**src/rtl/rcgen_pkg.sv**
```systemverilog
package rcgen_pkg;

    localparam int LFSR_W     = 8;
    localparam int BITS_PER_RND = 7;
    localparam int FULL_W     = 64;
    localparam int CNT_W      = $clog2(BITS_PER_RND);

    typedef logic [LFSR_W-1:0]       lfsr_t;
    typedef logic [BITS_PER_RND-1:0] rcbits_t;

    localparam lfsr_t LFSR_SEED = 8'h01;
    localparam lfsr_t LFSR_TAPS = 8'h71;

    typedef enum logic [1:0] {
        PH_IDLE    = 2'd0,
        PH_COLLECT = 2'd1,
        PH_HOLD    = 2'd2
    } phase_e;

    // one feedback step: shift up, fold the outgoing bit into the taps
    function automatic lfsr_t lfsr_step(lfsr_t cur);
        lfsr_t nxt;
        nxt = {cur[LFSR_W-2:0], 1'b0};
        if (cur[LFSR_W-1]) nxt = nxt ^ LFSR_TAPS;
        return nxt;
    endfunction

    // index j such that position k == 2^j-1, or -1 if k is not sparse
    function automatic int sparse_index(int k);
        for (int j = 0; j < BITS_PER_RND; j++) begin
            if (k == (1 << j) - 1) return j;
        end
        return -1;
    endfunction

endpackage

```
**src/rtl/rcg_lfsr.sv**
```systemverilog
module rcg_lfsr
    import rcgen_pkg::*;
(
    input  logic  clk_i,
    input  logic  rst_i,
    input  logic  load_i,
    input  logic  advance_i,
    output logic  bit_o
);
    lfsr_t state_q;

    always_ff @(posedge clk_i) begin
        if (rst_i || load_i) begin
            state_q <= LFSR_SEED;
        end else if (advance_i) begin
            state_q <= lfsr_step(state_q);
        end
    end

    assign bit_o = state_q[0];


    lfsr_nonzero_chk: assert property (@(posedge clk_i) disable iff (rst_i)
        state_q != '0);
endmodule

```
**src/rtl/rcg_sequencer.sv**
```systemverilog
module rcg_sequencer
    import rcgen_pkg::*;
#(
    parameter int NUM_RNDS = 24,
    parameter int RND_W    = $clog2(NUM_RNDS)
) (
    input  logic             clk_i,
    input  logic             rst_i,
    input  logic             start_i,
    input  logic             next_i,
    input  logic             lfsr_bit_i,
    output logic             load_o,
    output logic             advance_o,
    output logic             valid_o,
    output logic [RND_W-1:0] round_o,
    output rcbits_t          bits_o
);
    localparam logic [RND_W-1:0] LAST_RND  = RND_W'(NUM_RNDS - 1);
    localparam logic [CNT_W-1:0] LAST_STEP = CNT_W'(BITS_PER_RND - 1);

    phase_e           phase_q;
    logic [CNT_W-1:0] step_q;
    logic [RND_W-1:0] round_q;
    rcbits_t          bits_q;
    logic             take_next;

    assign take_next = next_i && (phase_q == PH_HOLD) && (round_q != LAST_RND);

    always_ff @(posedge clk_i) begin
        if (rst_i) begin
            phase_q <= PH_IDLE;
            step_q  <= '0;
            round_q <= '0;
            bits_q  <= '0;
        end else if (start_i) begin
            phase_q <= PH_COLLECT;
            step_q  <= '0;
            round_q <= '0;
            bits_q  <= '0;
        end else begin
            unique case (phase_q)
                PH_COLLECT: begin
                    bits_q[step_q] <= lfsr_bit_i;
                    if (step_q == LAST_STEP) begin
                        step_q  <= '0;
                        phase_q <= PH_HOLD;
                    end else begin
                        step_q <= step_q + 1'b1;
                    end
                end
                PH_HOLD: begin
                    if (take_next) begin
                        round_q <= round_q + 1'b1;
                        bits_q  <= '0;
                        phase_q <= PH_COLLECT;
                    end
                end
                default: ;
            endcase
        end
    end

    assign load_o    = start_i;
    assign advance_o = (phase_q == PH_COLLECT) && !start_i;
    assign valid_o   = (phase_q == PH_HOLD);
    assign round_o   = round_q;
    assign bits_o    = bits_q;


    start_restart_chk: assert property (@(posedge clk_i) disable iff (rst_i)
        start_i |=> (phase_q == PH_COLLECT) && (round_q == '0));


    next_ignored_chk: assert property (@(posedge clk_i) disable iff (rst_i)
        (phase_q != PH_HOLD) && !start_i |=> $stable(round_q));


    last_round_hold_chk: assert property (@(posedge clk_i) disable iff (rst_i)
        (phase_q == PH_HOLD) && (round_q == LAST_RND) && !start_i
        |=> (phase_q == PH_HOLD) && $stable(round_q));


    round_bound_chk: assert property (@(posedge clk_i) disable iff (rst_i)
        round_q <= LAST_RND);
endmodule

```
**src/rtl/rcg_spread.sv**
```systemverilog
module rcg_spread
    import rcgen_pkg::*;
#(
    parameter int LANE_W = 64
) (
    input  logic              valid_i,
    input  rcbits_t           bits_i,
    output logic [LANE_W-1:0] const_o
);
    logic [FULL_W-1:0] full;

    for (genvar k = 0; k < FULL_W; k++) begin : g_pos
        localparam int J = sparse_index(k);
        if (J >= 0) begin : g_sparse
            assign full[k] = bits_i[J];
        end else begin : g_zero
            assign full[k] = 1'b0;
        end
    end

    assign const_o = valid_i ? full[LANE_W-1:0] : '0;
endmodule

```
**src/rtl/keccak_rc_gen.sv**
```systemverilog
module keccak_rc_gen
    import rcgen_pkg::*;
#(
    parameter int LANE_W = 64,
    localparam int LOG_W    = $clog2(LANE_W),
    localparam int NUM_RNDS = 12 + 2 * LOG_W,
    localparam int RND_W    = $clog2(NUM_RNDS)
) (
    input  logic              clk_i,
    input  logic              rst_i,
    input  logic              start_i,
    input  logic              next_i,
    output logic              valid_o,
    output logic [RND_W-1:0]  round_o,
    output logic [LANE_W-1:0] const_o
);
    logic    load, advance, lfsr_bit;
    rcbits_t bits;

    rcg_lfsr u_lfsr (
        .clk_i     (clk_i),
        .rst_i     (rst_i),
        .load_i    (load),
        .advance_i (advance),
        .bit_o     (lfsr_bit)
    );

    rcg_sequencer #(
        .NUM_RNDS (NUM_RNDS),
        .RND_W    (RND_W)
    ) u_seq (
        .clk_i      (clk_i),
        .rst_i      (rst_i),
        .start_i    (start_i),
        .next_i     (next_i),
        .lfsr_bit_i (lfsr_bit),
        .load_o     (load),
        .advance_o  (advance),
        .valid_o    (valid_o),
        .round_o    (round_o),
        .bits_o     (bits)
    );

    rcg_spread #(
        .LANE_W (LANE_W)
    ) u_spread (
        .valid_i (valid_o),
        .bits_i  (bits),
        .const_o (const_o)
    );


    const_zero_chk: assert property (@(posedge clk_i) disable iff (rst_i)
        !valid_o |-> (const_o == '0));


    hold_stable_chk: assert property (@(posedge clk_i) disable iff (rst_i)
        valid_o && !start_i && !next_i |=> valid_o && $stable(const_o));
endmodule

```
**config.mk**
```make
export PLATFORM = sky130hd
export DESIGN_NAME = keccak_rc_gen
export DESIGN_NICKNAME = d
export VERILOG_FILES = /design/src/rtl/rcgen_pkg.sv /design/src/rtl/rcg_lfsr.sv /design/src/rtl/rcg_sequencer.sv /design/src/rtl/rcg_spread.sv /design/src/rtl/keccak_rc_gen.sv
export SDC_FILE = /design/constraint.sdc
export NUM_CORES = 1
export LEC_CHECK = 0
export ABC_AREA = 0
export BUFFER_PORTS_ARGS = -buffer_cell sky130_fd_sc_hd__buf_2
export CAP_MARGIN = 20
export CORE_MARGIN = 3
export CORE_UTILIZATION = 35
export CTS_BUF_LIST = sky130_fd_sc_hd__clkbuf_4 sky130_fd_sc_hd__clkbuf_8
export DETAILED_ROUTE_END_ITERATION = 8
export SYNTH_ARGS = -nofsm -noshare
export SYNTH_HDL_FRONTEND = slang
export SYNTH_SLANG_ARGS = --single-unit
```
**constraint.sdc**
```tcl
create_clock -name clk_i -period 3.62 [get_ports clk_i]
set_input_delay 0.362 -clock clk_i [delete_from_list [all_inputs] [get_ports clk_i]]
set_output_delay 0.362 -clock clk_i [all_outputs]
set_load 0.02 [all_outputs]
```
-- Word-level counts from Yosys, hierarchy flattened
Cells that the tools add are included.
- output and inout bits: 70
- logic and storage cells: 44
- register bits after elaboration: 25
- equal/unequal tests: 8
- $lt $le $gt $ge: 2
- reductions and logical operators: 13
- mux-type cells: 12
- add/sub/neg operators: 2
- bitwise logic cells: 1
- operator list (cell ; count):
    64-bit two-way mux ; 1
    7-bit two-way mux ; 2
    7-bit case mux with 2 select lines ; 1
    7-bit bitwise mux ; 1
    3-bit AND reduction ; 2
    5-bit by 1-bit adder with 5-bit output (second input constant) ; 1
    5-bit != test (second input constant) ; 1
    1-bit logical AND ; 4
    3-bit by 4-bit < comparator with 1-bit output (second input constant) ; 1
    2-bit two-way mux ; 2
    4-bit inverter ; 1
    2-bit case mux with 2 select lines ; 1
    2-bit AND reduction ; 2
    3-bit by 1-bit adder with 3-bit output (second input constant) ; 1
    1-bit demux with 3-bit select ; 1
    3-bit equality test (second input constant) ; 1
    3-bit by 1-bit greater-or-equal comparator with 1-bit output (second input constant) ; 1
    3-bit two-way mux ; 1
    3-bit by 2-bit != test with 1-bit output (second input constant) ; 1
    3-bit != test (second input constant) ; 1
    3-bit nonzero test ; 1
    2-bit by 1-bit equality test with 1-bit output (second input constant) ; 1
    2-bit equality test (second input constant) ; 1
    1-bit two-way mux ; 2
    other kinds (6) ; 6

-- Logic depth before layout (Yosys ltp)
Gate-level depths: netlist (run 1).
- depth after elaboration: 6
- depth in mapped cells: 7
- gate-level depth less buffers: 6

-- Cells and area by module
A second synthesis (run 1) with hierarchy kept.
- cells, all modules: 210
- area total of the unflattened synthesis: 1770.4 um^2
- by module, submodules not included (module ; cells an instance ; times used ; area each (um^2)):
    rcg_sequencer ; 114 ; 1 ; 977.2
    rcg_spread ; 65 ; 1 ; 475.5
    rcg_lfsr ; 31 ; 1 ; 317.8

-- Least setup slack after synthesis (run 1)
OpenSTA, ideal clock, no wires.
- kind: flip-flop to flip-flop
- from: register u_seq.phase_q[0]
- to: register u_seq.phase_q[1]
- cell stages (with the launch flop): 8
- arrival time: 1.498 ns
- clock period less this slack: 1.615 ns
- slack: 2.005 ns
- cells stage by stage: dfxtp_1 inv_1 ha_1 and2_2 and2_4 buf_6 nand3b_1 a32o_1
- cells in the longest elaborated chain, start to end: 5
- elaborated cells on any way between the ends: 9
- those cells by class: eq/ne (4); mux (1); reduce/logical (4)
- ends and longest elaborated chain (item ; RTL line ; text):
    start, declared ; rcg_sequencer.sv:21 ; phase_e phase_q;
    start signal, assigned ; rcg_sequencer.sv:31 ; phase_q <= PH_IDLE;
    start signal, assigned ; rcg_sequencer.sv:36 ; phase_q <= PH_COLLECT;
    start signal, assigned ; rcg_sequencer.sv:46 ; phase_q <= PH_HOLD;
    2-bit equality test * ; - ;
    named net valid_o ; keccak_rc_gen.sv:13 ; output logic valid_o,
    1-bit logical AND (2 in series) ; rcg_sequencer.sv:27 ; assign take_next = next_i && (phase_q == PH_HOLD) && (round_q != LAST_RND);
    2-bit != test (no line) ; - ;
    3-bit AND reduction (no line) ; - ;
The timed path passes the listed nets; every way through them passes the cells marked *.
A chain may end at the register's enable or synchronous reset.

-- Worst setup path in the final report (run 1)
- from: register u_seq.phase_q[0]
- to: register u_seq.bits_q[4], in the netlist u_seq.bits_o[4]
- cells in the longest elaborated chain, start to end: 5
- elaborated cells on any way between the ends: 8
- those cells by class: eq/ne (3); mux (1); reduce/logical (4)
- ends and longest elaborated chain (item ; RTL line ; text):
    2-bit equality test ; rcg_sequencer.sv:27, rcg_sequencer.sv:41 ;
    1-bit logical AND (2 in series) ; rcg_sequencer.sv:27 ;
    2-bit != test (no line) ; - ;
    2-bit AND reduction (no line) ; - ;
    end signal, assigned by index ; rcg_sequencer.sv:43 ; bits_q[step_q] <= lfsr_bit_i;
    end, declared ; rcg_sequencer.sv:24 ; rcbits_t bits_q;
Parallel ways exist; a longest one is shown, timed or not.

==> results of run 1 <==
==> worst max path at each step <==
stage                                   to  cells after the start  slack [ns]              from
final                      u_seq.bits_o[4]                      5        1.70  u_seq.phase_q[0]
after global routing       u_seq.bits_o[3]                      6        1.52  u_seq.phase_q[1]
after CTS                  u_seq.bits_o[4]                      5        1.68  u_seq.phase_q[0]
after detailed placement   u_seq.bits_o[4]                      6        1.72  u_seq.phase_q[1]
after global placement     u_seq.bits_o[4]                      5        1.77  u_seq.phase_q[0]
after floorplan           u_seq.phase_q[1]                      7        2.00  u_seq.phase_q[0]
==> critical path, stage by stage (launching register included) <==
cell and delay (ns):
dfxtp_1 0.38, ha_1 0.56, and2b_1 0.22, and3b_1 0.21, a21oi_1 0.09, a2111oi_2 0.35
==> synthesized netlist by cell type <==
master	count
buf_4	58
inv_1	3
clkbuf_1	2
a21oi_2	1
nor2_1	18
ha_1	3
and2_2	1
or2_2	1
a211oi_1	3
o211ai_1	3
a21oi_1	8
nand3b_1	3
nor2b_1	2
nand4b_4	1
and2b_1	1
a32o_1	1
nand3_1	1
nand4_1	2
buf_2	3
a2bb2oi_1	1
xnor2_1	4
buf_6	1
mux2_2	1
nand2_1	6
and3b_1	1
conb_1	1
nor4_2	1
o31ai_1	4
mux2i_1	7
xor2_1	3
dfxtp_1	25
nor3_1	2
and2_4	1
and2_1	9
a2111oi_2	3
==> cell families after synthesis <==
logic type,count (synthesis)
compound gates,24
buf+inv,67
xor+xnor,7
mux,8
fa+ha+maj,3
simple gates,50
flops,25
other cells,1
==> report_power, final <==
part | internal [W] | switching [W]
Combinational | 0.0000182 | 0.0000820
Sequential | 0.000280 | 0.00000505
Clock | 0.0000769 | 0.0000882
==> metrics by stage <==
stage          power, W  setup slack [ns]  utilization [%]  instances
6_report       0.000551              1.70             35.3        249
5_1_grt        0.000578              1.52             35.3        249
4_1_cts        0.000556              1.68             35.3        249
3_5_place_dp   0.000391              1.72             34.3        245
3_3_place_gp   0.000391              1.77             34.3        245
2_1_floorplan  0.000430              2.00                -        241
==> metal layers <==
| metal | GRT usage, % | up-vias | part of all wire, % |
|---|---|---|---|
| met1 | 10.1 | 455 | 43 |
| met4 | 2.96 | 0 | 0.85 |
| met3 | 3.51 | 2 | 7.7 |
| li1 | - | 531 | - |
| met2 | 14.6 | 38 | 48 |
| met5 | 0 | - | 0 |
==> area by class of cell <==
class | instances | area, sq um | area share [%]
well taps | 52 | 65.1 | 4.15
clock buffers | 3 | 41.3 | 2.63
repair buffers | 16 | 80.1 | 5.10
clock inverters | 1 | 5.00 | 0.319
multi-input cells | 149 | 866 | 55.2
inverters | 3 | 11.3 | 0.718
flip-flops and latches | 25 | 500 | 31.9
==> sequential cells by signal (all words and copies together) (netlist names) <==
register,flops
u_lfsr.state_q,8
u_seq.bits_o,7
u_seq.round_o,5
u_seq.step_q,3
u_seq.phase_q,2
==> impl_metrics.py, run 1 <==
metrics = {
    "run_status": {
        "status": "finished clean",
    },
    "drt": {
        "first_pass_iters": 4,
        "wl_mm": 2.48,
        "viasPerCell": 4.12,
        "ant_nets": 0,
        "drtIter0Drc": 53,
        "drc": 0,
        "route.vias.total": 1026,
        "routedWlPerCell_microns": 9.96,
    },
    "logic_synthesis": {
        "synth_simple_gate_area_share_pct": 17.4,
        "yosysWarningCount": 0,
        "avgSynthCellArea_sq_um": 8.85,
        "synth_area_leaders": "dfxtp_1, buf_4, mux2i_1, nor2_1, and2_1",
        "synth_cells": 185,
        "synth_compound_area_share_pct": 11.5,
        "synth_top_family_by_area": "buffers and inverters",
        "synth_cell_type_count": 35,
        "synth_seq_cells": 25,
        "synth_fa_ha_area_share_pct": 2.29,
        "synth_area_sq_um": 1640,
        "post-synth-top-area-fraction_pct": 30.6,
        "synthMuxAreaShare_pct": 4.97,
        "ys_seq_area_share_pct": 30.6,
        "synth_area_leader_cell": "dfxtp_1",
        "synth-xor-area-share_pct": 3.75,
    },
    "timing": {
        "min_period_over_period_pct": 53.0,
        "timing.setup.tns_ns": 0,
        "finalSetupViolCount": 0,
        "fmax_mhz": 521,
        "rsz0062_at_grt": "no",
        "slew_violations": 0,
        "worst-slew-pin-transition_ns": 0.606,
        "min_period_ns": 1.92,
        "clock_skew_ns": 0.00203,
        "whs_ns": 0.273,
        "slew_headroom_pct": 59.6,
        "hold_violations": 0,
    },
    "worst_setup_path": {
        "arrival_ns": 2.08,
        "reg2regPathDepth": 5,
        "start_kind": "flop",
        "reg2reg_to": "u_seq.bits_o[4]",
        "path_class": "reg -> reg",
        "cp_max_fo": 17,
        "rr_startpoint": "u_seq.phase_q[0]",
        "r2r_slack_ns": 1.70,
        "cp.required_ns": 3.78,
        "end_kind": "flop",
    },
    "cts": {
        "clk_pin_slew_worst_paths_ns": 0.09,
        "numCtsBuffers": 3,
        "hold_buffers": 0,
        "cts_tree": "done",
        "clockBufferDepth": 2,
        "cts.repair.resized": 0,
        "htreeDepth": 1,
        "cts-root-buf": "clkbuf_8",
        "clkSinkCount": 25,
        "clk_latency_ns": 0.27,
        "postCtsSetupRepairBufs": 0,
    },
    "global_route": {
        "grt_overflow_total": 0,
        "grt_max_degree": 22,
        "antenna_found_initial": 0,
        "grt_pass1_wl_mm": 3.76,
        "grt_pass1_vias": 845,
        "track_usage_pct": 8.74,
    },
    "finish": {
        "syn_to_final_growth_pct": -4.13,
        "fin_area_sq_um": 1570,
        "fillers": 477,
        "layout_commonest_cell": "conb_1",
        "nNetsFinal": 205,
        "drive_above_1_share_pct": 15.2,
        "antenna_cells": 0,
        "layout_common_cells": "conb_1, dfxtp_1, nor2_1",
    },
    "place": {
        "gp_congestion": 0.729,
        "dp_hpwl_mm": 1.91,
        "dpl-instance-area_sq_um": 1520,
        "io_buffers": 16,
    },
    "floorplanning": {
        "num_io_pins": 74,
        "fp.dieW_microns": 74.4,
        "start_util_pct": 36.8,
        "die_h_microns": 74.4,
        "rows": 24,
        "core_area_sq_um": 4440,
        "design.die.area_sq_um": 5530,
    },
    "worst_hold_path": {
        "hold_depth": 2,
        "min_from": "rst_i",
        "hold_class": "in -> reg",
        "worst_hold_path.endpoint": "u_seq.phase_q[0]",
    },
    "power_and_ir_drop": {
        "power.static_leakage_nw": 0.741,
        "powerDensity_nw_per_um2": 351,
        "vdd_drop_max_v": 0.000177,
    },
    "run": {
        "drv_cap": 0,
    },
}
(Power assumes the default switching activity.)
==> inputs of run 2 (changes only) <==
--- a/config.mk
+++ b/config.mk
@@ -5,7 +5,7 @@
 export SDC_FILE = /design/constraint.sdc
 export NUM_CORES = 1
 export LEC_CHECK = 0
-export ABC_AREA = 0
+export ABC_AREA = 1
 export BUFFER_PORTS_ARGS = -buffer_cell sky130_fd_sc_hd__buf_2
 export CAP_MARGIN = 20
 export CORE_MARGIN = 3
==> constraint.sdc (replaced) <==
create_clock -name clk_i -period 1.8 [get_ports clk_i]
set_input_delay 0.18 -clock clk_i [delete_from_list [all_inputs] [get_ports clk_i]]
set_output_delay 0.18 -clock clk_i [all_outputs]
set_load 0.02 [all_outputs]
==> run 2 against run 1 <==
Net effect:
- area after synthesis is 2.4% higher
- wire length is 17% higher
- global-route usage is 1.4 points higher
- critical endpoint is now const_o[63]
- highest routed layer unchanged
==> impl_metrics.py, run 2 <==
metrics = {
    "logic_synthesis": {
        "synthFlopType": "dfxtp_1",
        "yosysWarningCount": 0,
        "yosysMostFrequentCell": "buf_4",
        "synth_cell_type_count": 25,
        "synth_area_sq_um": 1680,
        "synthTopCellsByCount": "buf_4, nand2_1, dfxtp_1, inv_1, a21oi_1",
        "post-synth-top-area-fraction_pct": 29.9,
        "synth_area_leader_cell": "dfxtp_1",
        "synth_simple_gate_area_share_pct": 21.4,
        "synth_fa_ha_area_share_pct": 2.24,
        "synthArstFlopShare_pct": 0,
        "avgSynthCellArea_sq_um": 7.13,
        "synth_seq_cells": 25,
        "synth_area_leaders": "dfxtp_1, buf_4, nand2_1, a21oi_1, inv_1",
        "synth_top_family_by_area": "buffers and inverters",
        "ys_seq_area_share_pct": 29.9,
        "synth-xor-area-share_pct": 1.05,
        "synthMuxAreaShare_pct": 0,
        "synth_compound_area_share_pct": 11.7,
        "synth_edf_count": 0,
        "synth_cells": 235,
    },
    "power_and_ir_drop": {
        "vdd_drop_max_v": 0.000522,
        "powerDensity_nw_per_um2": 683,
        "power.static_leakage_nw": 0.868,
        "total_power_w": 0.00113,
    },
    "worst_setup_path": {
        "worstSetupStartpoint": "u_seq.phase_q[0]",
        "reg2reg_to": "u_seq.bits_o[0]",
        "crit_path_frequent_cell": "inv_1",
        "crit_slowest_cell": "dfxtp_1",
        "end_kind": "primary output",
        "reg2regPathDepth": 7,
        "start_kind": "flop",
        "cp.required_ns": 1.62,
        "r2r_slack_ns": 0.37,
        "crit_end": "const_o[63]",
        "cp_max_fo": 9,
        "arrival_ns": 1.39,
        "path_cells": "inv_1, ha_1, buf_4, nand2_1, inv_1, buf_2",
        "path_class": "reg -> out",
        "crit_family": "buffers and inverters",
        "slowest_delay_ns": 0.36,
        "cp_num_cells": 6,
        "path_buf_inv": 4,
        "rr_startpoint": "u_seq.phase_q[0]",
    },
    "finish": {
        "layout_commonest_cell": "conb_1",
        "nNetsFinal": 262,
        "drive_above_1_share_pct": 16.1,
        "largest_reg_flops": 8,
        "layout_common_cells": "conb_1, nand2_1, dfxtp_1",
        "top_register": "u_lfsr.state_q",
        "syn_to_final_growth_pct": -1.12,
        "antenna_cells": 0,
    },
    "place": {
        "io_buffers": 16,
        "dp_hpwl_mm": 2.28,
        "post-place-ws_ns": 0.374,
        "gp_congestion": 0.829,
    },
    "timing": {
        "hold_violations": 0,
        "finalSetupViolCount": 0,
        "min_period_ns": 1.57,
        "fmax_mhz": 638,
        "min_period_over_period_pct": 87.1,
        "slew_violations": 0,
        "rsz0062_at_grt": "no",
        "clock_skew_ns": 0.0110,
        "worst_slack_ns": 0.233,
        "timing.setup.tns_ns": 0,
    },
    "cts": {
        "cts-root-buf": "clkbuf_8",
        "cts.repair.resized": 0,
        "clk_latency_ns": 0.27,
        "clk_pin_slew_worst_paths_ns": 0.08,
        "clockBufferDepth": 2,
        "cts_tree": "done",
        "numCtsBuffers": 3,
        "hold_buffers": 0,
        "postCtsSetupRepairBufs": 0,
        "htreeDepth": 1,
        "clkSinkCount": 25,
    },
    "drt": {
        "top_layer_used": "met4",
        "drt-met1-wl_mm": 1.30,
        "ant_nets": 0,
        "wl_met2_mm": 1.32,
        "wl_mm": 2.90,
        "routedWlPerCell_microns": 9.47,
        "wl_met3_microns": 251,
        "first_pass_iters": 4,
        "drtIter0Drc": 57,
        "route.vias.total": 1300,
        "drc": 0,
        "viasPerCell": 4.25,
    },
    "run_status": {
        "status": "finished clean",
    },
    "floorplanning": {
        "rows": 24,
        "start_util_pct": 37.4,
        "fp.dieW_microns": 75.2,
        "core_area_sq_um": 4470,
        "design.die.area_sq_um": 5650,
        "die_h_microns": 75.2,
        "num_io_pins": 74,
    },
    "global_route": {
        "track_usage_pct": 10.1,
        "antenna_found_initial": 0,
        "grt_pass1_wl_mm": 4.49,
        "grt_overflow_total": 0,
        "grt_pass1_vias": 1032,
        "grt_max_degree": 14,
    },
    "worst_hold_path": {
        "hold_class": "in -> reg",
    },
    "run": {
        "drv_cap": 0,
    },
}
==> run 2: changes by cell type in the layout (fill, tap and decap cells not counted), sizes merged, moves of 4 or more <==
cell   delta
o31ai     -4
inv      +28
o21ai    +12
a21oi    +11
mux2i     -7
nor2      -4
nand2    +36
and2     -11
nand3    +12
==> run 2: kinds of logic (layout without fill, tap and decap cells) <==
group,count (synthesis),after routing
AO/OA/AOI/OAI,35,35
XOR/XNOR,2,2
adder cells (fa/ha/maj),3,3
buffers and inverters,91,54
flip-flops,25,25
other,1,57
AND/OR/NAND/NOR,78,78
==> run 2: area by class of cell <==
class,count,area (sq um)
clock buffers,4,48.8
fillers,482,2820
inverters,31,116
multi-input cells,175,823
flip-flops and latches,25,500
well taps,52,65.1
repair buffers,19,103
==> run 2: worst min-delay path by stage <==
stage          startpoint               end  cells past startpoint  slack [ns]
6_report            rst_i  u_seq.phase_q[0]                      2         0.1
5_1_grt             rst_i  u_seq.phase_q[0]                      2        0.09
4_1_cts             rst_i  u_seq.phase_q[0]                      2        0.09
3_5_place_dp        rst_i  u_seq.phase_q[0]                      2        0.37
3_3_place_gp        rst_i  u_seq.phase_q[0]                      2        0.38
2_1_floorplan       rst_i  u_seq.phase_q[0]                      1        0.25
==> run 2: per-layer routing <==
layer / vias to the layer above / global-route usage (%)
li1: 666 / -
met1: 569 / 13.2
met2: 61 / 16.5
met3: 4 / 2.94
met4: 0 / 2.33
met5: - / 0
==> run 2: worst reg2reg max path: cells and delay by family (launching register included) <==
| kind | cells | cell delay (ns) |
|---|---|---|
| flip-flops | 1 | 0.36 |
| AO/OA/AOI/OAI | 2 | 0.30 |
| buffers and inverters | 2 | 0.26 |
| adder cells (fa/ha/maj) | 1 | 0.25 |
| AND/OR/NAND/NOR | 2 | 0.17 |
==> run 2: per-stage QoR <==
stage	cell area, sq um	hold slack, ns	cells	util [%]
6_report	1660	0.0996	306	37.0
5_1_grt	1660	0.0946	306	37.0
4_1_cts	1660	0.0896	306	37.0
3_5_place_dp	1610	0.373	302	35.9
3_3_place_gp	1610	0.377	302	35.9
2_1_floorplan	1890	0.249	291	-
==> run 2: where the power goes <==
part	internal, W	leakage (nW)	switching [W]	total (W)
clock	0.000173	0.0262	0.000168	0.000342
combinational	0.0000381	0.640	0.000177	0.000215
sequential	0.000565	0.203	0.00000905	0.000574
